<file path="src/rtl/flagbranch_unit.sv">
`timescale 1ns/1ps
module flagbranch_unit #(
  parameter int W = 16
) (
  input  logic         clk,
  input  logic         rst_n,
  input  logic         op_valid,
  input  logic [1:0]   op_code,
  input  logic         long_fmt,
  input  logic [5:0]   cond_sel,
  input  logic [W-1:0] acc,
  input  logic [W-1:0] iar,
  input  logic [W-1:0] ea,
  input  logic         flag_we,
  input  logic         carry_in,
  input  logic         ovf_in,
  output logic         busy,
  output logic         done,
  output logic [W-1:0] next_iar,
  output logic         mem_re,
  output logic         mem_we,
  output logic [W-1:0] mem_addr,
  output logic [W-1:0] mem_wdata,
  input  logic [W-1:0] mem_rdata,
  output logic         carry,
  output logic         overflow
);
  localparam logic [1:0] OP_BSK = 2'd0;
  localparam logic [1:0] OP_BSV = 2'd1;
  localparam logic [1:0] OP_STS = 2'd2;
  localparam logic [1:0] OP_LDS = 2'd3;
  localparam logic [W-1:0] ONE = W'(1);

  typedef enum logic [1:0] {S_IDLE, S_WAIT, S_CAP} st_t;
  st_t st;
  logic         is_store;
  logic [W-1:0] iar_hold;

  logic acc_zero, acc_neg;
  logic [5:0] cond_now;
  logic hit, bsv_take;

  assign acc_zero = (acc == '0);
  assign acc_neg  = acc[W-1];
  assign cond_now = {acc_zero, acc_neg, !acc_neg && !acc_zero, !acc[0], carry, overflow};
  assign hit      = |(cond_now & cond_sel);
  assign bsv_take = !long_fmt || !hit;
  assign busy     = (st != S_IDLE);

  always_ff @(posedge clk) begin
    if (!rst_n) begin
      st        <= S_IDLE;
      is_store  <= 1'b0;
      iar_hold  <= '0;
      done      <= 1'b0;
      next_iar  <= '0;
      mem_re    <= 1'b0;
      mem_we    <= 1'b0;
      mem_addr  <= '0;
      mem_wdata <= '0;
      carry     <= 1'b0;
      overflow  <= 1'b0;
    end else begin
      done   <= 1'b0;
      mem_re <= 1'b0;
      mem_we <= 1'b0;
      if (flag_we) begin
        carry    <= carry_in;
        overflow <= ovf_in;
      end
      case (st)
        S_IDLE: if (op_valid) begin
          case (op_code)
            OP_BSK: begin
              done <= 1'b1;
              if (long_fmt) next_iar <= hit ? iar : ea;
              else          next_iar <= hit ? iar + ONE : iar;
            end
            OP_BSV: begin
              done <= 1'b1;
              if (bsv_take) begin
                mem_we    <= 1'b1;
                mem_addr  <= ea;
                mem_wdata <= iar;
                next_iar  <= ea + ONE;
              end else begin
                next_iar  <= iar;
              end
            end
            default: begin
              mem_re   <= 1'b1;
              mem_addr <= ea;
              is_store <= (op_code == OP_STS);
              iar_hold <= iar;
              st       <= S_WAIT;
            end
          endcase
        end
        S_WAIT: st <= S_CAP;
        S_CAP: begin
          st       <= S_IDLE;
          done     <= 1'b1;
          next_iar <= iar_hold;
          if (is_store) begin
            mem_we    <= 1'b1;
            mem_wdata <= {mem_rdata[W-1:8], 6'b0, carry, overflow};
          end else begin
            carry    <= mem_rdata[1];
            overflow <= mem_rdata[0];
          end
        end
        default: st <= S_IDLE;
      endcase
    end
  end

  logic unused_ok;
  assign unused_ok = ^{OP_LDS, 1'b0};
endmodule

</file>
<file path="config.mk">
export PLATFORM = sky130hd
export DESIGN_NAME = flagbranch_unit
export DESIGN_NICKNAME = d
export VERILOG_FILES = /design/src/rtl/flagbranch_unit.sv
export SDC_FILE = /design/constraint.sdc
export NUM_CORES = 1
export LEC_CHECK = 0
export BUFFER_PORTS_ARGS = -buffer_cell sky130_fd_sc_hd__buf_2
export CORE_ASPECT_RATIO = 1.1
export CORE_MARGIN = 3
export CORE_UTILIZATION = 45
export DETAILED_ROUTE_END_ITERATION = 10
export GPL_ROUTABILITY_DRIVEN = 0
export GPL_TIMING_DRIVEN = 0
export MAX_ROUTING_LAYER = met4
export PLACE_DENSITY = 0.7
export SLEW_MARGIN = 25
export SYNTH_ARGS = -nofsm -noshare
export SYNTH_HDL_FRONTEND = slang
export SYNTH_SLANG_ARGS = --single-unit
export TNS_END_PERCENT = 5
</file>
<file path="constraint.sdc">
create_clock -name clk -period 2.8 [get_ports clk]
set_clock_uncertainty 0.05 [all_clocks]
set_input_delay 0 -clock clk [delete_from_list [all_inputs] [get_ports clk]]
set_output_delay 0 -clock clk [all_outputs]
set_load 0.01 [all_outputs]
</file>
# [Word-level counts from Yosys, hierarchy flattened]
# Index checks and enable logic that the tools add are counted.
[totals] input_bits=79 elab_cells=79 register_bits=72 out_inout_bits=54
[classes] eq_ne=11 add_sub_neg=2 bitwise=3 reduce_logical=20 n_mux=32
[op_table] op="2-to-1 mux 16 bit" count=10
[op_table] op="case mux 16 bit (2 select lines)" count=4
[op_table] op="adder 16 x 1 -> 16 bit (second input constant)" count=2
[op_table] op="zero test 16 bit" count=1
[op_table] op="2-to-1 mux 1 bit" count=13
[op_table] op="!= test 2 bit (second input constant)" count=5
[op_table] op="AND reduction 3 bit" count=3
[op_table] op="AND 6 bit" count=1
[op_table] op="OR reduction 6 bit" count=1
[op_table] op="zero test 1 bit" count=5
[op_table] op="AND reduction 5 bit" count=1
[op_table] op="== test 2 x 1 -> 1 bit (second input constant)" count=2
[op_table] op="== test 2 bit (second input constant)" count=2
[op_table] op="zero test 2 bit" count=2
[op_table] op="2-to-1 mux 2 bit" count=2
[op_table] op="case mux 1 bit (2 select lines)" count=2
[op_table] op="case mux 2 bit (2 select lines)" count=1
[op_table] op="AND reduction 4 bit" count=1
[op_table] op="nonzero test 2 bit" count=2
[op_table] op="!= test 3 x 1 -> 1 bit (second input constant)" count=1
[op_table] op="!= test 2 x 1 -> 1 bit (second input constant)" count=1
[op_table] op="NOT 1 bit" count=2
[op_table] op="AND reduction 2 bit" count=1
[op_table] op="OR reduction 2 bit" count=1
[op_table] op="2 further kinds" count=2

# [Depth between registers and ports, before layout]
[logic_depth] depth_word=11 ltp_mapped=9 depth_no_buf=8

# [Worst setup path after synthesis]
# OpenSTA, ideal clock, no wires.
[synth_path] path_kind="register to register" from="register overflow" to="register next_iar[10]" period_less_slack_ns=2.102 slack_ns=0.698 setup_ns=0.119 required_ns=2.631 stages_incl_launch_ff=9 arrival_ns=1.933 n_path_buf=1 path_cell_list="dfxtp_1 -> a22o_1 -> a2111oi_4 -> mux2i_1 -> and2_4 -> buf_6 -> a221o_1 -> a221oi_2 -> nor2_1"
[synth_between] elab_chain_cells=8 word_cells_on_any_way=11 classes_between="mux: 7; bitwise: 1; reduce/logical: 3"
[synth_rtl] item="start, declared" line="26" text="output logic overflow"
[synth_rtl] item="start signal, assigned" line="69" text="overflow <= ovf_in;"
[synth_rtl] item="start signal, assigned" line="109" text="overflow <= mem_rdata[0];"
[synth_rtl] item="AND 6 bit *" line="46" text="assign hit = |(cond_now & cond_sel);"
[synth_rtl] item="OR reduction 6 bit *" line="46"
[synth_rtl] item="zero test 1 bit" line="47" text="assign bsv_take = !long_fmt || !hit;"
[synth_rtl] item="logical OR 1 bit" line="47"
[synth_rtl] item="2-to-1 mux 16 bit" line="81" text="if (bsv_take) begin"
[synth_rtl] item="case mux 16 bit (2 select lines) *" line="73" text="case (op_code)"
[synth_rtl] item="2-to-1 mux 16 bit *" line="72" text="S_IDLE: if (op_valid) begin"
[synth_rtl] item="case mux 16 bit (2 select lines) *" line="71" text="case (st)"
[synth_rtl] item="end signal, assigned" line="76" text="if (long_fmt) next_iar <= hit ? iar : ea;"
[synth_rtl] item="end signal, assigned" line="77" text="else next_iar <= hit ? iar + ONE : iar;"
[synth_rtl] item="end signal, assigned" line="85" text="next_iar <= ea + ONE;"
[synth_rtl] item="end, declared" line="19" text="output logic [W-1:0] next_iar,"
# Mark *: on every way between the ends. The rest lies on a longest branch, timed or not. The select of a mux whose other input is x is not followed.
# A chain may end at the register's enable or synchronous reset.

# [Final worst setup path]
[layout_path] from="register overflow" to="register next_iar[14]"
# Same word-level chain as after synthesis.

==> impl_results.md <==
- Avg Cell Area, Syn: a little under 8 um2
- Area grow syn2layout: 34.5%
- Worst-Skew Late Latency: 0.36 ns
- CTS Buffer Depth: 2
- Initial antenna violation count: 0
- Die Ht: 105 um
- Drt pass-1 iters: 5
- Yosys reg bits: a little over 70
- Worst slew pin tran: between 0.7 and 0.8 ns
- Die W: approximately 96 um
- First-pass GRT wire length: 22900 um
- Multi-input gate area: 2340 um2
- Yosys warns: 0
- Die Area: between 10000 and 15000 um2
- Post-synth top area cell: dfxtp_1
- Max IR drop VDD: approximately 390 uV
- Nets@finish: roughly 770
- Min-Delay Path Class: in2reg
- DR DRC count: 0
- Top-area cell type share of the netlist area: 0.362
- RSZ-0062 raised after global routing: no
- Yosys cell types: between 50 and 60
- Share of cells above drive strength 1: 0.222
- Final HPWL DP: 10200 um
- Largest net degree at the start of global routing: 14
- Worst EP required: a little under 3 ns
- Synth area leaders: dfxtp_1, nand2_1, nand3_1
- Final setup vio count: 0
- Final critical-path share of the clock period: 0.969
- Total power: about 2.5 mW
- Filler cells: 750
- Root Driver: clkbuf_8
- Final hold vios: 0
- Final antenna-violating net count: 0
- Cts bufs inserted: 9
- Via-to-Cell Ratio: around 6
- GRT overflow: 0
- Register area share after synthesis: 0.362
- Core area: roughly 8500 um2
- Fmax: between 0.3 and 0.4 GHz
- Global router's overall resource usage: 0.299
- Clock transition at path regs: roughly 0.080 ns
- Status: finished, final reports clean
- Vias in the first global route: approximately 4500
- Wirelength per Cell: approximately 18 um
- Sink Count: 72
- CTS tree: yes
- H-tree levels: 3
- Register area: around 1400 um2
- Max Slew Vio Count: 0
- Lkg Pwr: about 2.3 nW
- Port bufs: around 120
- Antenna cells: 0
- CP Capture Type: flop
- Post-synthesis instance total: 511
- Post-CTS setup buffers: 0
- Crit path arrival time: between 2 and 3 ns
- Initial core utilization: 0.468
- Max Cap Viol: 0
- Row count: 35
- Crit-path max FO: 10
- Startpoint Class: flop
- Slew HR: 0.486
- Fraction of registers with async set or reset after synthesis: 0
- DRT iter0 DRCs: around 500
- Critical path class: reg2reg
- Time the worst path needs with I/O delays and setup: 2.71 ns
- Syn nets: between 500 and 600
- Most frequent cells in the layout: buf_2, nand2_1, dfxtp_1
- Routed via count: roughly 4700
- Setup TNS: 0 ns
- Io pins: about 130
- EDFF count, synth: 0
- Main synth FF type: dfxtp_1
- Commonest non-fill, non-tap cell in the layout: buf_2
- Cell Pwr Density: 468 nW/um2
- Routed WL: between 10000 and 15000 um
- Netlist Area Pre-Place: 3980 um2
==> synthesized netlist by cell type, types with 5 or more instances <==
library cell / number
nor2_1: 14
a21boi_0: 22
a21oi_1: 13
nor4_1: 6
dfxtp_1: 72
o21ai_0: 39
xor2_1: 11
nand2_1: 100
and3_1: 8
a2111oi_0: 7
clkbuf_1: 31
xnor2_1: 11
a221oi_1: 5
inv_1: 6
buf_2: 7
o21ai_1: 5
nand4_1: 10
o221ai_1: 9
nor3_1: 10
nand3_1: 51
o211a_1: 11
==> state kept, by name (all words and copies together) (netlist names) <==
| name | flops |
|---|---|
| mem_re | 1 |
| done | 1 |
| mem_addr | 16 |
| is_store | 1 |
| next_iar | 16 |
| overflow | 1 |
| st | 2 |
| iar_hold | 16 |
| mem_wdata | 16 |
| carry | 1 |
| mem_we | 1 |
==> layer usage <==
metal  GRT usage  share of wire  up-vias
met4       0.114          0.031        0
met3      0.0418          0.078       37
met1       0.366           0.40     2191
li1            -              -     2212
met5           -              0        -
met2       0.493           0.49      258
==> worst paths after layout <==
check | from | cells past startpoint | endpoint | slack [ns]
setup reg to reg | overflow$_SDFF_PN0_ | 8 | next_iar[14]$_SDFFE_PN0P_ | 0.09
hold reg to reg | next_iar[14]$_SDFFE_PN0P_ | 2 | next_iar[14]$_SDFFE_PN0P_ | 0.40
setup / recovery | overflow$_SDFF_PN0_ | 8 | next_iar[14]$_SDFFE_PN0P_ | 0.09
hold / removal | op_valid | 4 | next_iar[9]$_SDFFE_PN0P_ | 0.08
==> power breakdown <==
part	switching, mW	internal, mW	total [mW]
Sequential	0.0343	1.08	1.12
Clock	0.422	0.415	0.837
Combinational	0.322	0.230	0.551
==> worst max-delay path, stage by stage (launching register included) <==
cell	delay, ns
dfxtp_1	0.35
a22o_1	0.34
a2111oi_2	0.35
mux2i_2	0.23
buf_2	0.23
nand3_1	0.10
o21ai_0	0.09
a2111oi_0	0.69
o21ai_1	0.15
==> area by class of cell <==
class | count | share of cell area
inverter | 6 | 0.00421
clock inverter | 6 | 0.0126
clock buffer | 10 | 0.0238
timing repair buffer | 163 | 0.194
buffer | 43 | 0.0341
sequential | 72 | 0.269
multi-input combinational | 390 | 0.437
tap | 111 | 0.0259
==> stage by stage <==
stage	hold slack (ns)	instance area, um2	cells	utilization	setup WS, ns
detailed placement	0.206	4710	741	0.555	0.120
global route	0.128	5350	801	0.630	0.0521
finish	0.0778	5350	801	0.630	0.0863
global placement	0.205	4710	741	0.555	0.157
floorplan	0.0899	3980	511	-	0.698
CTS	0.0645	5350	801	0.630	0.0993
==> repair_timing <==
item,4_1_cts,5_1_grt
gates resized for setup,0,2
setup endpoints to repair,0,14
hold buffers,44,0
hold endpoints to repair,52,0
==> logic make-up after synthesis <==
logic type,Yosys count,synth area share
and+or+nand+nor,222,0.264
buffers and inverters,49,0.0516
AOI/OAI and AO/OA,139,0.253
muxes,5,0.0138
adders and majority gates,2,0.00629
DFF,72,0.362
xor gates and xnor gates,22,0.0484
Note: power is estimated with default switching activity, not from simulation.
